`src/rtl/ctimer_pkg.sv`:
```
package ctimer_pkg;
    typedef enum logic [1:0] {
        SRC_SYSCLK = 2'd0,
        SRC_PIN    = 2'd1,
        SRC_CHAIN  = 2'd2,
        SRC_CHAIN2 = 2'd3
    } src_e;

    typedef enum logic [1:0] {
        ST_IDLE = 2'd0,
        ST_LIVE = 2'd1,
        ST_SKIP = 2'd2
    } tstate_e;
endpackage

```
`src/rtl/ctimer_edge_sync.sv`:
```
module ctimer_edge_sync #(
    parameter int STAGES = 2
) (
    input  logic clk,
    input  logic rst,
    input  logic async_in,
    output logic rise_pulse
);
    localparam int TAPS = STAGES + 1;

    logic [TAPS-1:0] shreg;

    always_ff @(posedge clk) begin
        if (rst) shreg <= '0;
        else     shreg <= {shreg[TAPS-2:0], async_in};
    end

    assign rise_pulse = shreg[STAGES-1] & ~shreg[STAGES];

    // one clock-wide pulse per rising edge
    a_r7_single_pulse: assert property (@(posedge clk) disable iff (rst)
        rise_pulse |=> !rise_pulse);
endmodule

```
`src/rtl/ctimer_fsm.sv`:
```
module ctimer_fsm
    import ctimer_pkg::*;
(
    input  logic    clk,
    input  logic    rst,
    input  logic    req,
    input  logic    reload_evt,
    input  logic    clk_mode,
    output tstate_e state,
    output logic    live
);
    tstate_e nxt;

    always_ff @(posedge clk) begin
        if (rst) state <= ST_IDLE;
        else     state <= nxt;
    end

    always_comb begin
        unique case (state)
            ST_IDLE: nxt = req ? ST_LIVE : ST_IDLE;
            ST_LIVE: nxt = (reload_evt && clk_mode) ? ST_SKIP
                         : (req ? ST_LIVE : ST_IDLE);
            ST_SKIP: nxt = req ? ST_LIVE : ST_IDLE;
            default: nxt = ST_IDLE;
        endcase
    end

    always_comb begin
        live = (state == ST_LIVE);
    end

    // the swallowed edge lasts exactly one cycle
    a_r6_skip_one_cycle: assert property (@(posedge clk) disable iff (rst)
        (state == ST_SKIP) |=> (state != ST_SKIP));
endmodule

```
`src/rtl/ctimer_counter.sv`:
```
module ctimer_counter #(
    parameter int WIDTH = 16
) (
    input  logic             clk,
    input  logic             rst,
    input  logic             live,
    input  logic             clk_mode,
    input  logic             latch_we,
    input  logic [WIDTH-1:0] latch_din,
    input  logic             force_load,
    output logic [WIDTH-1:0] count,
    output logic             underflow,
    output logic             reload_evt
);
    localparam logic [WIDTH-1:0] ONE = WIDTH'(1);

    logic [WIDTH-1:0] latch_q;
    logic             at_floor;

    assign at_floor   = (count == '0) || (clk_mode && (count == ONE));
    assign reload_evt = live && !force_load && at_floor;

    always_ff @(posedge clk) begin
        if (rst) begin
            latch_q   <= '0;
            count     <= '0;
            underflow <= 1'b0;
        end else begin
            if (latch_we) latch_q <= latch_din;
            underflow <= reload_evt;
            if (force_load)      count <= latch_q;
            else if (reload_evt) count <= latch_q;
            else if (live)       count <= count - ONE;
        end
    end

    // reloaded value is the reload register's prior content
    a_r5_reload_from_latch: assert property (@(posedge clk) disable iff (rst)
        underflow |-> (count == $past(latch_q)));

    // without enable or force, latch writes leave count alone
    a_r9_latch_isolated: assert property (@(posedge clk) disable iff (rst)
        (!live && !force_load) |=> (count == $past(count)));
endmodule

```
`src/rtl/cascade_timer.sv`:
```
module cascade_timer
    import ctimer_pkg::*;
#(
    parameter int WIDTH       = 16,
    parameter int SYNC_STAGES = 2
) (
    input  logic             clk,
    input  logic             rst,
    input  logic [1:0]       src_mode,
    input  logic             run,
    input  logic             ext_cnt,
    input  logic             chain_in,
    input  logic             latch_we,
    input  logic [WIDTH-1:0] latch_din,
    input  logic             force_load,
    output logic [WIDTH-1:0] count,
    output logic             underflow
);
    logic    pin_rise;
    logic    src_req;
    logic    req;
    logic    clk_mode;
    logic    live;
    logic    reload_evt;
    tstate_e state;

    ctimer_edge_sync #(.STAGES(SYNC_STAGES)) u_sync (
        .clk        (clk),
        .rst        (rst),
        .async_in   (ext_cnt),
        .rise_pulse (pin_rise)
    );

    always_comb begin
        case (src_mode)
            SRC_SYSCLK: src_req = 1'b1;
            SRC_PIN:    src_req = pin_rise;
            default:    src_req = chain_in;
        endcase
    end

    assign clk_mode = (src_mode == SRC_SYSCLK);
    assign req      = src_req & run;

    ctimer_fsm u_fsm (
        .clk        (clk),
        .rst        (rst),
        .req        (req),
        .reload_evt (reload_evt),
        .clk_mode   (clk_mode),
        .state      (state),
        .live       (live)
    );

    ctimer_counter #(.WIDTH(WIDTH)) u_cnt (
        .clk        (clk),
        .rst        (rst),
        .live       (live),
        .clk_mode   (clk_mode),
        .latch_we   (latch_we),
        .latch_din  (latch_din),
        .force_load (force_load),
        .count      (count),
        .underflow  (underflow),
        .reload_evt (reload_evt)
    );

    // stopped and drained means frozen
    a_r3_stopped_holds: assert property (@(posedge clk) disable iff (rst)
        (!run && state != ST_LIVE && !force_load) |=> ($stable(count) && !underflow));

    // the swallowed edge does not move the counter
    a_r6_skip_holds: assert property (@(posedge clk) disable iff (rst)
        (state == ST_SKIP && !force_load) |=> $stable(count));
endmodule

```
`config.mk`:
```
export PLATFORM = sky130hd
export DESIGN_NAME = cascade_timer
export DESIGN_NICKNAME = d
export VERILOG_FILES = /design/src/rtl/ctimer_pkg.sv /design/src/rtl/ctimer_edge_sync.sv /design/src/rtl/ctimer_fsm.sv /design/src/rtl/ctimer_counter.sv /design/src/rtl/cascade_timer.sv
export SDC_FILE = /design/constraint.sdc
export NUM_CORES = 1
export LEC_CHECK = 0
export BUFFER_PORTS_ARGS = -buffer_cell sky130_fd_sc_hd__buf_2
export CORE_UTILIZATION = 57
export DETAILED_ROUTE_END_ITERATION = 6
export GPL_ROUTABILITY_DRIVEN = 0
export GPL_TIMING_DRIVEN = 0
export PLACE_DENSITY = 0.92
export SLEW_MARGIN = 10
export SYNTH_ARGS = -nofsm -noshare
export SYNTH_HDL_FRONTEND = slang
export SYNTH_HIERARCHICAL = 1
export SYNTH_SLANG_ARGS = --single-unit
```
`constraint.sdc`:
```
create_clock -name clk -period 3.8 [get_ports clk]
set_clock_uncertainty 0.2 [all_clocks]
set_input_delay 0.76 -clock clk [delete_from_list [all_inputs] [get_ports clk]]
set_output_delay 0.76 -clock clk [all_outputs]
set_load 0.03 [all_outputs]
```
# Word-level counts from Yosys, hierarchy flattened
# Cells that the tools add are included.
# word_totals
regBits,38
latchBits,0
ram_bits,0
rom_bits,0
input_bits,25
word_cells,31
mem_count,0
# op_classes
addsub,1
n_mul,0
div_mod_pow,0
magnitude_cmp,0
eq_ne,4
n_shift,0
muxes,7
bitwise_logic,3
n_reduce_logical,11
# ops
cell,count
16-bit two-way mux,3
16-bit by 1-bit equality test with 1-bit output (second input constant),1
16-bit logical NOT,1
16-bit by 1-bit subtractor with 16-bit output (second input constant),1
2-bit by 1-bit equality test with 1-bit output (second input constant),2
1-bit logical AND,4
2-bit logical NOT,2
2-bit one-hot mux with 2 select lines,1
3-bit nonzero test,1
1-bit AND,2
2-bit equality test (second input constant),1
2-bit two-way mux,1
1-bit one-hot mux with 2 select lines,1
2-bit OR reduction,1
1-bit logical NOT,1
1-bit logical OR,1
1-bit two-way mux,1
1-bit inverter,1

# Depth between registers and ports, before layout
# Gate-level depths: netlist (run 1).
# depth
ltp_word,7
mapped_depth,8
depth_no_buf,8

# By module
# Netlist (run 1), hierarchy kept.
# by_module_without_submodules
module,instances,cells_per_inst,area_per_inst_um2,seq_area_each_um2
ctimer_counter,1,193,1656.6,660.6
ctimer_edge_sync,1,7,87.6,60.1
ctimer_fsm,1,7,82.6,40.0
cascade_timer,1,5,23.8,0.0

# Worst setup path after synthesis (run 1)
# Ideal clock, no wire load.
# synth_timing
path_type,input port to flip-flop
from,input src_mode[0]
to,register u_cnt.count[12]
setup_ns,0.091
t_arrival_ns,1.934
required_time_ns,3.509
setup_slack_ns,1.575
path_stages,6
n_path_buf,0
cell_sequence,nor2_1 a21oi_1 nor3_1 nand2_2 a211o_1 a311oi_1
# synth_between
elab_chain_cells,6
word_cells_on_any_way,7
classes_between,mux (2); reduce/logical (5)
# synth_rtl
element,line,source
from (decl),cascade_timer.sv:9,"input logic [1:0] src_mode,"
2-bit logical NOT *,cascade_timer.sv:42,assign clk_mode = (src_mode == SRC_SYSCLK);
1-bit logical AND *,ctimer_counter.sv:20,assign at_floor = (count == '0) || (clk_mode && (count == ONE));
1-bit logical OR *,ctimer_counter.sv:20,
1-bit logical AND *,ctimer_counter.sv:21,assign reload_evt = live && !force_load && at_floor;
16-bit two-way mux,ctimer_counter.sv:32,else if (reload_evt) count <= latch_q;
16-bit two-way mux,ctimer_counter.sv:31,if (force_load) count <= latch_q;
to (signal assigned),ctimer_counter.sv:31,
to (signal assigned),ctimer_counter.sv:32,
to (signal assigned),ctimer_counter.sv:33,else if (live) count <= count - ONE;
to (decl),ctimer_counter.sv:11,"output logic [WIDTH-1:0] count,"
# Mark *: on every way between the ends. The rest lies on a longest branch, timed or not.
# A chain may end at the register's enable or synchronous reset.

# Worst setup path in the final report (run 1)
# layout_timing
from,input src_mode[0]
to,register u_cnt.count[7]
# layout_between
elab_chain_cells,6
word_cells_on_any_way,7
classes_between,mux (2); reduce/logical (5)
# layout_rtl
element,line,source
2-bit logical NOT *,cascade_timer.sv:42,
via clk_mode,cascade_timer.sv:22,logic clk_mode;
1-bit logical AND *,ctimer_counter.sv:20,
1-bit logical OR *,ctimer_counter.sv:20,
1-bit logical AND *,ctimer_counter.sv:21,
via reload_evt,cascade_timer.sv:24,logic reload_evt;
16-bit two-way mux,ctimer_counter.sv:32,
16-bit two-way mux,ctimer_counter.sv:31,
# Mark *: on every way through the listed nets, which the timed path passes. The rest lies on a longest branch.

==> load_flow_metrics.sql, run 1 <==
INSERT INTO impl_metrics (metric_group, metric, value, unit) VALUES
('pwr', 'power.total', '0.842', 'mW'),
('logic_synthesis', 'synth-edff-count', '0', ''),
('clock_network', 'clk_pin_slew_worst_paths', '0.11', 'ns'),
('routing', 'total_length_of_routed_wires', '4290', 'um'),
('pwr', 'static-leakage-power', '0.937', 'nW'),
('logic_synthesis', 'main_combinational_cell_family_by_area_after_synthesis', 'simple AND/OR/NAND/NOR gates', ''),
('logic_synthesis', 'synth_fa_ha_area_frac', '0.0135', ''),
('logic_synthesis', 'mappedNetlistNets', '239', ''),
('final_layout', 'filler_cell_count', '274', ''),
('floorplan', 'die_width', '59.0', 'um'),
('placement', 'post-place-ws', '1.21', 'ns'),
('grt', 'grt_util_all_layers', '0.269', ''),
('final_layout', 'design.final.nets', '286', ''),
('routing', 'antenna_left', '0', ''),
('timing', 'timing.final.hold_violations', '0', ''),
('clock_network', 'count_of_hold_buffers_inserted_by_post_cts_repair', '0', ''),
('status', 'status', 'finished, final reports clean', ''),
('clock_network', 'cts_root_buffer', 'sky130_fd_sc_hd__clkbuf_4', ''),
('worst_setup_path', 'setup.worst_path.class', 'input port to register', ''),
('grt', 'antenna_found_initial', '0', ''),
('floorplan', 'floorplan.core_area', '0.00308', 'sq mm'),
('pwr', 'ir_drop', '0.236', 'mV'),
('logic_synthesis', 'yosysTopAreaCellShare', '0.411', ''),
('routing', 'via_count', '1787', ''),
('floorplan', 'rows', '20', ''),
('logic_synthesis', 'proportion_of_synthesized_flip_flops_having_asynchronous_set_or_reset', '0', ''),
('clock_network', 'clock_tree_from_tritoncts', 'done', ''),
('min_path', 'hold_path.class', 'register to register', ''),
('timing', 'fin_ws', '1.56', 'ns'),
('logic_synthesis', 'netlist_area', '0.00185', 'sq mm'),
('timing', 'maxSlewViolCount', '0', ''),
('min_path', 'worstHoldStart', 'u_sync/shreg[0]', ''),
('final_layout', 'num_antenna_cells', '0', ''),
('timing', 'layout_min_cycle_time', '2.24', 'ns'),
('routing', 'route.detailed.wl_per_inst', '14.2', 'um'),
('placement', 'placement.io_buffers', '40', ''),
('routing', 'detail_route.first_pass.iterations', '5', ''),
('timing', 'final.period_utilization', '0.590', ''),
('worst_setup_path', 'end_kind', 'register', ''),
('floorplan', 'chipHeight', '59.0', 'um'),
('logic_synthesis', 'yosys.cell_types.count', '47', ''),
('floorplan', 'floorplan.io_pins', '42', ''),
('routing', 'via_per_inst', '5.90', ''),
('timing', 'timing.final.setup_violations', '0', ''),
('final_layout', 'fraction_of_final_layout_cells_sized_beyond_drive_strength_1', '0.228', ''),
('clock_network', 'cts.repair.resized', '0', ''),
('logic_synthesis', 'synthesis.yosys.warnings', '6', ''),
('worst_setup_path', 'crit_required', '3.87', 'ns'),
('logic_synthesis', 'synth_top_area_cell', 'sky130_fd_sc_hd__dfxtp_1', ''),
('pwr', 'power_density', '392', 'mW/mm^2'),
('placement', 'dp.final_hpwl', '3170', 'um'),
('clock_network', 'tritoncts_num_sinks', '38', ''),
('clock_network', 'cts_max_level', '2', ''),
('grt', 'grt_pass1_wl', '6940', 'um'),
('timing', 'grt_setup_unrepaired', 'no', ''),
('timing', 'setup-tns-final', '0', 'ns'),
('logic_synthesis', 'synth-compound-area-share', '0.169', ''),
('job', 'max_cap_check_violation_count', '0', ''),
('grt', 'grt_pass1_vias', '1542', ''),
('logic_synthesis', 'synthSimpleGateAreaFrac', '0.264', ''),
('logic_synthesis', 'netlist_instances', '212', ''),
('logic_synthesis', 'synthFlopType', 'sky130_fd_sc_hd__dfxtp_1', ''),
('clock_network', 'post-cts-setup-buffers', '0', ''),
('logic_synthesis', 'synth.area.mux_share', '0.0926', ''),
('worst_setup_path', 'critPathMaxFanout', '6', ''),
('placement', 'placed_cells', '296', ''),
('logic_synthesis', 'yosys-top-cells-area', 'sky130_fd_sc_hd__dfxtp_1 (41%), sky130_fd_sc_hd__mux2i_1 (8.7%), sky130_fd_sc_hd__nor2_1 (6.9%)', ''),
('logic_synthesis', 'synth.yosys.seq_area_share', '0.411', ''),
('logic_synthesis', 'ys_seq_elements', '38', ''),
('grt', 'global_route.overflow_total', '0', ''),
('timing', 'slew_headroom', '0.640', '');
## worst max-delay path: cells and delay by family
kind                   cells  cell delay [ns]
AOI/OAI and AO/OA          3             0.48
buffers and inverters      2             0.31
and+or+nand+nor            3             0.77
## sequential cells by signal, indices dropped and copies added, names as in the netlist
register         count
u_cnt/count         16
u_cnt/latch_q       16
u_cnt/underflow      1
u_fsm/state          2
u_sync/shreg         3
## layout by cell type (no fill, tap or decap), types with 3 or more instances in the layout
cell,netlist,routed
sky130_fd_sc_hd__nand4_1,5,5
sky130_fd_sc_hd__nand3_1,7,7
sky130_fd_sc_hd__mux2i_1,16,16
sky130_fd_sc_hd__dfxtp_1,38,38
sky130_fd_sc_hd__o21ai_0,5,5
sky130_fd_sc_hd__buf_2,3,43
sky130_fd_sc_hd__and3_1,3,3
sky130_fd_sc_hd__nor2_1,34,34
sky130_fd_sc_hd__a31oi_1,5,5
sky130_fd_sc_hd__nor2b_1,4,4
sky130_fd_sc_hd__a21oi_1,12,12
sky130_fd_sc_hd__nor3_1,7,7
sky130_fd_sc_hd__clkbuf_4,0,5
sky130_fd_sc_hd__inv_1,7,7
sky130_fd_sc_hd__clkbuf_1,9,11
sky130_fd_sc_hd__a22oi_1,5,5
sky130_fd_sc_hd__nand2_1,11,11
## per-layer routing
layer | wire length, um | global-route usage
met2 | 2070 | 0.433
met4 | 95 | 0.156
met3 | 288 | 0.0590
met5 | 0 | 0
met1 | 1840 | 0.331
## layout make-up
| type | count | area, sq um | area share |
|---|---|---|---|
| Buffer | 12 | 48.8 | 0.0227 |
| Tap cell | 44 | 55.1 | 0.0256 |
| Timing Repair Buffer | 40 | 200 | 0.0931 |
| Clock buffer | 7 | 45.0 | 0.0209 |
| Multi-Input combinational cell | 155 | 1010 | 0.472 |
| Sequential cell | 38 | 761 | 0.354 |
| Inverter | 7 | 26.3 | 0.0122 |
## final timing paths
path / cells after the start / end / slack (ns)
worst max register to register: 7 / u_cnt/count[6] / 1.57
worst min register to register: 1 / u_sync/shreg[1] / 0.26
worst max-delay path: 8 / u_cnt/count[7] / 1.56
worst min-delay path: 1 / u_sync/shreg[1] / 0.26
## synthesized netlist by cell type, types with 3 or more instances
cell type / number
sky130_fd_sc_hd__clkbuf_1: 9
sky130_fd_sc_hd__o21ai_0: 5
sky130_fd_sc_hd__and3_1: 3
sky130_fd_sc_hd__nor2_1: 34
sky130_fd_sc_hd__inv_1: 7
sky130_fd_sc_hd__nand2_1: 11
sky130_fd_sc_hd__a21oi_1: 12
sky130_fd_sc_hd__buf_2: 3
sky130_fd_sc_hd__a31oi_1: 5
sky130_fd_sc_hd__a22oi_1: 5
sky130_fd_sc_hd__mux2i_1: 16
sky130_fd_sc_hd__nand4_1: 5
sky130_fd_sc_hd__nor3_1: 7
sky130_fd_sc_hd__nand3_1: 7
sky130_fd_sc_hd__dfxtp_1: 38
sky130_fd_sc_hd__nor2b_1: 4
## cell families (layout without fill, tap and decap cells)
group,Yosys count,after routing
xor gates and xnor gates,2,2
adders and majority gates,2,2
AOI/OAI and AO/OA,46,46
DFF,38,38
and+or+nand+nor,88,88
muxes,17,17
buffers and inverters,19,66
## report_power, final
group / switching [mW] / internal (mW)
Combinational: 0.125 / 0.0782
Clock: 0.123 / 0.0697
Sequential: 0.0237 / 0.423
Total: 0.272 / 0.570
## through the flow
step | cell area [sq um] | hold WS, ns
final | 2150 | 0.259
after global routing | 2150 | 0.274
after CTS | 2150 | 0.260
after detailed placement | 2110 | 0.240
after global placement | 2110 | 0.217
after floorplan | 1850 | 0.214
(Power assumes the default switching activity.)
==> run 2: changes to the inputs <==
--- a/config.mk
+++ b/config.mk
@@ -6,11 +6,11 @@
 export NUM_CORES = 1
 export LEC_CHECK = 0
 export BUFFER_PORTS_ARGS = -buffer_cell sky130_fd_sc_hd__buf_2
-export CORE_UTILIZATION = 57
+export CORE_UTILIZATION = 48
 export DETAILED_ROUTE_END_ITERATION = 6
 export GPL_ROUTABILITY_DRIVEN = 0
 export GPL_TIMING_DRIVEN = 0
-export PLACE_DENSITY = 0.92
+export PLACE_DENSITY = 0.83
 export SLEW_MARGIN = 10
 export SYNTH_ARGS = -nofsm -noshare
 export SYNTH_HDL_FRONTEND = slang
==> constraint.sdc (replaced) <==
create_clock -name clk -period 2 [get_ports clk]
set_clock_uncertainty 0.2 [all_clocks]
set_input_delay 0.4 -clock clk [delete_from_list [all_inputs] [get_ports clk]]
set_output_delay 0.4 -clock clk [all_outputs]
set_load 0.03 [all_outputs]
==> load_flow_metrics.sql, run 2 (same netlist as run 1, synthesis figures left out) <==
INSERT INTO impl_metrics (metric_group, metric, value, unit) VALUES
('floorplan', 'chipHeight', '64.1', 'um'),
('worst_setup_path', 'critPathMaxFanout', '10', ''),
('grt', 'grt_start_max_net_pins', '12', ''),
('final_layout', 'largest_registers', 'u_cnt/count x16, u_cnt/latch_q x16, u_sync/shreg x3', ''),
('pwr', 'power_density', '786', 'mW/mm^2'),
('timing', 'setup-tns-final', '0', 'ns'),
('routing', 'detail_route.first_pass.iterations', '7', ''),
('floorplan', 'floorplan.io_pins', '42', ''),
('floorplan', 'die_width', '64.1', 'um'),
('routing', 'via_count', '1887', ''),
('timing', 'worst_hold_slack', '0.145', 'ns'),
('worst_setup_path', 'r2r_setup_slack', '0.008', 'ns'),
('clock_network', 'worst_skew_pair.late_latency', '0.29', 'ns'),
('final_layout', 'design.final.nets', '297', ''),
('pwr', 'ir_drop', '0.479', 'mV'),
('grt', 'grt_pass1_vias', '1737', ''),
('timing', 'worst-slew-pin-transition', '0.602', 'ns'),
('clock_network', 'cts_max_level', '2', ''),
('placement', 'placement.io_buffers', '40', ''),
('timing', 'max_clock_freq', '502', 'MHz'),
('clock_network', 'clock_tree_from_tritoncts', 'done', ''),
('timing', 'timing.final.hold_violations', '0', ''),
('timing', 'final.period_utilization', '0.996', ''),
('clock_network', 'cts_root_buffer', 'sky130_fd_sc_hd__clkbuf_8', ''),
('routing', 'route.detailed.wl_per_inst', '15.6', 'um'),
('final_layout', 'highest_count_cells_in_the_layout_ignoring_fill_and_taps', 'sky130_fd_sc_hd__buf_2 (42), sky130_fd_sc_hd__nor2_1 (33), sky130_fd_sc_hd__dfxtp_1 (31), sky130_fd_sc_hd__mux2i_1 (16)', ''),
('worst_setup_path', 'timing.rr.end', 'u_cnt/count[7]', ''),
('final_layout', 'most_common_cell_after_layout_fill_and_taps_aside', 'sky130_fd_sc_hd__buf_2', ''),
('timing', 'grt_setup_unrepaired', 'yes', ''),
('worst_setup_path', 'worst_ep_arrival_time', '1.99', 'ns'),
('clock_network', 'tritoncts_num_sinks', '38', ''),
('floorplan', 'floorplan.core_area', '0.00369', 'sq mm'),
('worst_setup_path', 'crit-reg2reg-launch', 'u_cnt/count[9]', ''),
('routing', 'drt_first_iter_violations', '154', ''),
('clock_network', 'clock_buffer_count_from_cts', '5', ''),
('grt', 'antenna_found_initial', '0', ''),
('timing', 'maxSlewViolCount', '0', ''),
('min_path', 'worstHoldStart', 'rst', ''),
('pwr', 'static-leakage-power', '1.06', 'nW'),
('min_path', 'hold-path-endpoint', 'u_sync/shreg[1]', ''),
('job', 'max_cap_check_violation_count', '0', ''),
('worst_setup_path', 'crit_required', '2.00', 'ns'),
('worst_setup_path', 'end_kind', 'register', ''),
('final_layout', 'num_antenna_cells', '0', ''),
('floorplan', 'dieArea', '0.00411', 'sq mm'),
('floorplan', 'initial_core_util', '0.502', ''),
('final_layout', 'syn2layout_area_growth', '31.6', '%'),
('min_path', 'hold_path.class', 'input port to register', ''),
('grt', 'grt_pass1_wl', '7750', 'um'),
('grt', 'global_route.overflow_total', '0', ''),
('routing', 'via_per_inst', '5.92', ''),
('timing', 'layout_min_cycle_time', '1.99', 'ns'),
('routing', 'antenna_left', '0', ''),
('routing', 'drc', '0', ''),
('timing', 'timing.final.setup_violations', '0', ''),
('grt', 'grt_util_all_layers', '0.245', ''),
('final_layout', 'fraction_of_final_layout_cells_sized_beyond_drive_strength_1', '0.351', ''),
('worst_setup_path', 'setup.worst_path.class', 'register to register', ''),
('placement', 'dp.final_hpwl', '3230', 'um'),
('clock_network', 'clk_pin_slew_worst_paths', '0.07', 'ns'),
('timing', 'slew_headroom', '0.598', ''),
('routing', 'total_length_of_routed_wires', '4990', 'um'),
('worst_setup_path', 'ff2ff_path_depth', '7', ''),
('clock_network', 'buffer_depth_of_the_longest_clock_path', '2', ''),
('clock_network', 'count_of_hold_buffers_inserted_by_post_cts_repair', '0', ''),
('worst_setup_path', 'crit_path_start_kind', 'register', ''),
('status', 'status', 'finished, final reports clean', ''),
('min_path', 'hold_depth', '2', ''),
('floorplan', 'rows', '22', '');
[run 2: cell types whose count changed in the layout (fill, tap and decap cells not counted), sizes merged]
cell and change:
buf +12
[run 2: per-layer routing]
| layer | share of wire | vias to the layer above | track usage |
|---|---|---|---|
| li1 | - | 889 | - |
| met1 | 0.39 | 850 | 0.286 |
| met2 | 0.47 | 122 | 0.423 |
| met3 | 0.11 | 26 | 0.0696 |
| met4 | 0.034 | 0 | 0.0889 |
| met5 | 0 | - | 0 |
[run 2: final cells by class]
class | count | area (sq um)
Timing Repair Buffer | 52 | 294
Clock buffer | 8 | 110
Tap cell | 48 | 60.1
Buffer | 11 | 52.6
Sequential cell | 38 | 777
Multi-Input combinational cell | 155 | 1110
Inverter | 7 | 31.3
Fill cell | 306 | 1250
[run 2: worst max-delay path by stage]
stage              startpoint              end  slack, ns
2_1_floorplan  u_cnt/count[1]  u_cnt/count[12]       0.03
3_3_place_gp      src_mode[0]   u_cnt/count[7]      -0.19
3_5_place_dp      src_mode[0]  u_cnt/count[12]      -0.26
4_1_cts        u_cnt/count[0]  u_cnt/count[12]      -0.02
5_1_grt        u_cnt/count[9]   u_cnt/count[7]      -0.05
6_report       u_cnt/count[9]   u_cnt/count[7]      0.008
[run 2: worst max-delay path, stage by stage (launching register included)]
cell	delay, ns
sky130_fd_sc_hd__dfxtp_1	0.47
sky130_fd_sc_hd__nor3_1	0.13
sky130_fd_sc_hd__and4_4	0.23
sky130_fd_sc_hd__buf_4	0.14
sky130_fd_sc_hd__a21oi_4	0.27
sky130_fd_sc_hd__buf_6	0.20
sky130_fd_sc_hd__nor2_1	0.06
sky130_fd_sc_hd__a211oi_1	0.18
[run 2: repair_timing]
action                     in CTS  in global routing
pin swaps                       4                 12
resized for setup              12                 25
setup buffers                   3                  9
setup endpoints to repair      16                 16
[run 2: stage by stage]
stage | cell area, sq um | setup slack (ns) | total power [mW] | std cells | util
floorplan | 1850 | 0.0258 | 1.14 | 212 | -
global placement | 2110 | -0.194 | 1.24 | 300 | 0.573
detailed placement | 2110 | -0.262 | 1.24 | 300 | 0.573
CTS | 2290 | -0.0204 | 1.87 | 311 | 0.622
global route | 2430 | -0.0521 | 1.99 | 319 | 0.660
finish | 2430 | 0.00817 | 1.91 | 319 | 0.660
[run 2: power by group]
group,switching [mW],internal [mW]
Sequential,0.0518,0.803
Clock,0.254,0.348
Combinational,0.270,0.186
==> run 3: changes to the inputs <==
--- a/config.mk
+++ b/config.mk
@@ -5,12 +5,14 @@
 export SDC_FILE = /design/constraint.sdc
 export NUM_CORES = 1
 export LEC_CHECK = 0
+export ABC_AREA = 1
 export BUFFER_PORTS_ARGS = -buffer_cell sky130_fd_sc_hd__buf_2
-export CORE_UTILIZATION = 48
+export CORE_UTILIZATION = 49
 export DETAILED_ROUTE_END_ITERATION = 6
 export GPL_ROUTABILITY_DRIVEN = 0
 export GPL_TIMING_DRIVEN = 0
 export PLACE_DENSITY = 0.83
+export SETUP_SLACK_MARGIN = 0.1
 export SLEW_MARGIN = 10
 export SYNTH_ARGS = -nofsm -noshare
 export SYNTH_HDL_FRONTEND = slang
==> load_flow_metrics.sql, run 3 <==
INSERT INTO impl_metrics (metric_group, metric, value, unit) VALUES
('status', 'status', 'finished, final reports clean', ''),
('pwr', 'static-leakage-power', '1.24', 'nW'),
('placement', 'placement.io_buffers', '41', ''),
('routing', 'drc', '0', ''),
('routing', 'route.detailed.wl_per_inst', '12.6', 'um'),
('timing', 'max_clock_freq', '548', 'MHz'),
('pwr', 'ir_drop', '0.473', 'mV'),
('routing', 'via_count', '2052', ''),
('pwr', 'switching_share_of_power', '0.348', ''),
('timing', 'layout_min_cycle_time', '1.83', 'ns'),
('logic_synthesis', 'postSynthAreaPerCell', '6.71', 'sq um'),
('clock_network', 'worst_skew_pair.late_latency', '0.29', 'ns'),
('grt', 'antenna_found_initial', '0', ''),
('final_layout', 'fraction_of_final_layout_cells_sized_beyond_drive_strength_1', '0.255', ''),
('pwr', 'register_share_of_total_power', '0.439', ''),
('floorplan', 'initial_core_util', '0.509', ''),
('timing', 'setup-tns-final', '0', 'ns'),
('logic_synthesis', 'netlist_area', '0.00203', 'sq mm'),
('grt', 'grt_start_max_net_pins', '13', ''),
('clock_network', 'clock_buffer_count_from_cts', '5', ''),
('logic_synthesis', 'yosys.cell_types.count', '26', ''),
('clock_network', 'clk_pin_slew_worst_paths', '0.07', 'ns'),
('job', 'max_cap_check_violation_count', '0', ''),
('timing', 'timing.final.hold_violations', '0', ''),
('clock_network', 'cts_max_level', '2', ''),
('routing', 'drt_first_iter_violations', '127', ''),
('logic_synthesis', 'proportion_of_synthesized_flip_flops_having_asynchronous_set_or_reset', '0', ''),
('worst_setup_path', 'ff2ff_path_depth', '10', ''),
('min_path', 'hold_depth', '3', ''),
('final_layout', 'final-seq-area', '766', 'sq um'),
('grt', 'global_route.overflow_total', '0', ''),
('worst_setup_path', 'worst_ep_arrival_time', '1.78', 'ns'),
('final_layout', 'finish.utilization', '0.629', ''),
('clock_network', 'cts_root_buffer', 'sky130_fd_sc_hd__clkbuf_8', ''),
('grt', 'grt_pass1_wl', '8550', 'um'),
('floorplan', 'die_width', '66.4', 'um'),
('pwr', 'comb_power_share', '0.276', ''),
('clock_network', 'tritoncts_num_sinks', '38', ''),
('floorplan', 'floorplan.io_pins', '42', ''),
('worst_setup_path', 'crit_path_start_kind', 'register', ''),
('logic_synthesis', 'synthesis.yosys.warnings', '6', ''),
('grt', 'grt_util_all_layers', '0.260', ''),
('logic_synthesis', 'synthFlopType', 'sky130_fd_sc_hd__dfxtp_1', ''),
('clock_network', 'buffer_depth_of_the_longest_clock_path', '2', ''),
('worst_setup_path', 'setup.worst_path.class', 'register to register', ''),
('logic_synthesis', 'netlist_instances', '303', ''),
('pwr', 'p_sw', '0.687', 'mW'),
('final_layout', 'largest_registers', 'u_cnt/count x16, u_cnt/latch_q x16, u_sync/shreg x3', ''),
('worst_setup_path', 'crit_required', '1.96', 'ns'),
('final_layout', 'syn2layout_area_growth', '23.7', '%'),
('timing', 'grt_setup_unrepaired', 'yes', ''),
('floorplan', 'dieArea', '0.00441', 'sq mm'),
('pwr', 'clkPwrFrac', '0.285', ''),
('final_layout', 'most_common_cell_after_layout_fill_and_taps_aside', 'sky130_fd_sc_hd__nand2_1', ''),
('floorplan', 'chipHeight', '66.4', 'um'),
('grt', 'grt_pass1_vias', '1955', ''),
('worst_setup_path', 'critPathMaxFanout', '6', ''),
('clock_network', 'clock_tree_from_tritoncts', 'done', ''),
('routing', 'antenna_left', '0', ''),
('routing', 'via_per_inst', '5.04', ''),
('logic_synthesis', 'yosys-top-cells-area', 'sky130_fd_sc_hd__dfxtp_1 (37%), sky130_fd_sc_hd__nand2_1 (12%), sky130_fd_sc_hd__inv_1 (8.5%)', ''),
('timing', 'worst-slew-pin-transition', '0.570', 'ns'),
('worst_setup_path', 'end_kind', 'register', ''),
('pwr', 'power_density', '783', 'mW/mm^2'),
('logic_synthesis', 'synth.yosys.seq_area_share', '0.374', ''),
('routing', 'total_length_of_routed_wires', '5130', 'um'),
('logic_synthesis', 'synth_commonest_cells', 'sky130_fd_sc_hd__nand2_1 (65), sky130_fd_sc_hd__inv_1 (46), sky130_fd_sc_hd__dfxtp_1 (38), sky130_fd_sc_hd__nor2_1 (36), sky130_fd_sc_hd__a21oi_1 (25)', ''),
('floorplan', 'rows', '23', ''),
('logic_synthesis', 'yosysTopAreaCellShare', '0.374', ''),
('pwr', 'p_int', '1.29', 'mW'),
('placement', 'dp.final_hpwl', '3580', 'um'),
('timing', 'final.period_utilization', '0.913', ''),
('timing', 'timing.final.setup_violations', '0', ''),
('final_layout', 'filler_cell_count', '363', ''),
('logic_synthesis', 'mappedNetlistNets', '330', ''),
('routing', 'detail_route.first_pass.iterations', '4', ''),
('final_layout', 'num_antenna_cells', '0', ''),
('logic_synthesis', 'ys_seq_elements', '38', ''),
('timing', 'maxSlewViolCount', '0', ''),
('timing', 'slew_headroom', '0.620', ''),
('final_layout', 'highest_count_cells_in_the_layout_ignoring_fill_and_taps', 'sky130_fd_sc_hd__nand2_1 (64), sky130_fd_sc_hd__inv_1 (44), sky130_fd_sc_hd__buf_2 (43), sky130_fd_sc_hd__dfxtp_1 (36), sky130_fd_sc_hd__nor2_1 (35)', ''),
('logic_synthesis', 'synth-edff-count', '0', ''),
('min_path', 'hold_path.class', 'input port to register', ''),
('final_layout', 'multi_input_area', '0.00109', 'sq mm'),
('final_layout', 'design.final.nets', '383', ''),
('logic_synthesis', 'synth_top_area_cell', 'sky130_fd_sc_hd__dfxtp_1', ''),
('logic_synthesis', 'synth_most_common_cell', 'sky130_fd_sc_hd__nand2_1', ''),
('floorplan', 'floorplan.core_area', '0.00400', 'sq mm'),
('clock_network', 'count_of_hold_buffers_inserted_by_post_cts_repair', '0', '');
## run 3: cell count changes after synthesis, sizes merged, moves of 4 or more
cell and delta:
nand3 +15, nor2b -6, nand4 -4, mux2i -16, nand2 +62, nor2 +6, a21oi +19, nor3 -6
a22oi -5, a31oi -5, inv +39, o21ai +24
## run 3: worst paths after layout
check                   from  slack, ns               to
max           u_cnt/count[0]       0.17  u_cnt/count[11]
min                  ext_cnt       0.10  u_sync/shreg[0]
max reg2reg   u_cnt/count[0]       0.17  u_cnt/count[11]
min reg2reg  u_sync/shreg[0]       0.21  u_sync/shreg[1]
## run 3: repair_timing
| action | in CTS | in global routing |
|---|---|---|
| endpoints found under the setup margin | 8 | 16 |
| resized for setup | 3 | 14 |
| buffers inserted | 0 | 4 |
| pin swaps | 1 | 2 |
| gates cloned | 0 | 1 |
## run 3: cell families after synthesis
kind of cell,synth area share
simple gates,0.296
compound gates,0.174
buf+inv,0.118
flops,0.374
xor+xnor,0.0258
fa+ha+maj,0.0123
## run 3: power by group through the flow
stage               Combinational (mW)  Sequential [mW]  Clock (mW)
floorplan                        0.325            0.924           0
global placement                 0.487            0.878           0
detailed placement               0.499            0.881           0
CTS                              0.512            0.863       0.571
global route                     0.609            0.874       0.606
finish                           0.545            0.866       0.561
## run 3: layout make-up
type / instances / area share
Buffer: 10 / 0.0258
Clock buffer: 6 / 0.0328
Clock inverter: 2 / 0.00497
Inverter: 47 / 0.0711
Multi-Input combinational cell: 208 / 0.433
Sequential cell: 38 / 0.304
Tap cell: 50 / 0.0249
Timing Repair Buffer: 46 / 0.103
## run 3: metrics by stage
| step | area (sq um) | setup WS, ns | power [mW] | std cells | hold WS, ns |
|---|---|---|---|---|---|
| global route | 2520 | 0.0545 | 2.09 | 407 | 0.116 |
| detailed placement | 2300 | 0.0398 | 1.38 | 394 | 0.201 |
| floorplan | 2040 | 0.108 | 1.25 | 303 | 0.188 |
| finish | 2520 | 0.174 | 1.97 | 407 | 0.105 |
| CTS | 2410 | 0.115 | 1.95 | 402 | 0.105 |
| global placement | 2300 | 0.0437 | 1.37 | 394 | 0.193 |
## run 3: worst max-delay path, cell delays in order (launching register included)
cell,delay (ns)
sky130_fd_sc_hd__dfxtp_4,0.37
sky130_fd_sc_hd__inv_4,0.08
sky130_fd_sc_hd__ha_4,0.15
sky130_fd_sc_hd__nand2_4,0.09
sky130_fd_sc_hd__a21oi_4,0.24
sky130_fd_sc_hd__nand2_4,0.12
sky130_fd_sc_hd__nand2_8,0.10
sky130_fd_sc_hd__buf_4,0.13
sky130_fd_sc_hd__nand2_1,0.06
sky130_fd_sc_hd__nand3_1,0.08
sky130_fd_sc_hd__a21oi_1,0.06
## run 3: layer usage
layer	up-vias	GRT usage	part of all wire	wire [um]
met3	10	0.0586	0.043	219
li1	1055	-	-	-
met5	-	0	0	0
met2	49	0.449	0.50	2580
met1	938	0.310	0.43	2230
met4	0	0.0957	0.020	104
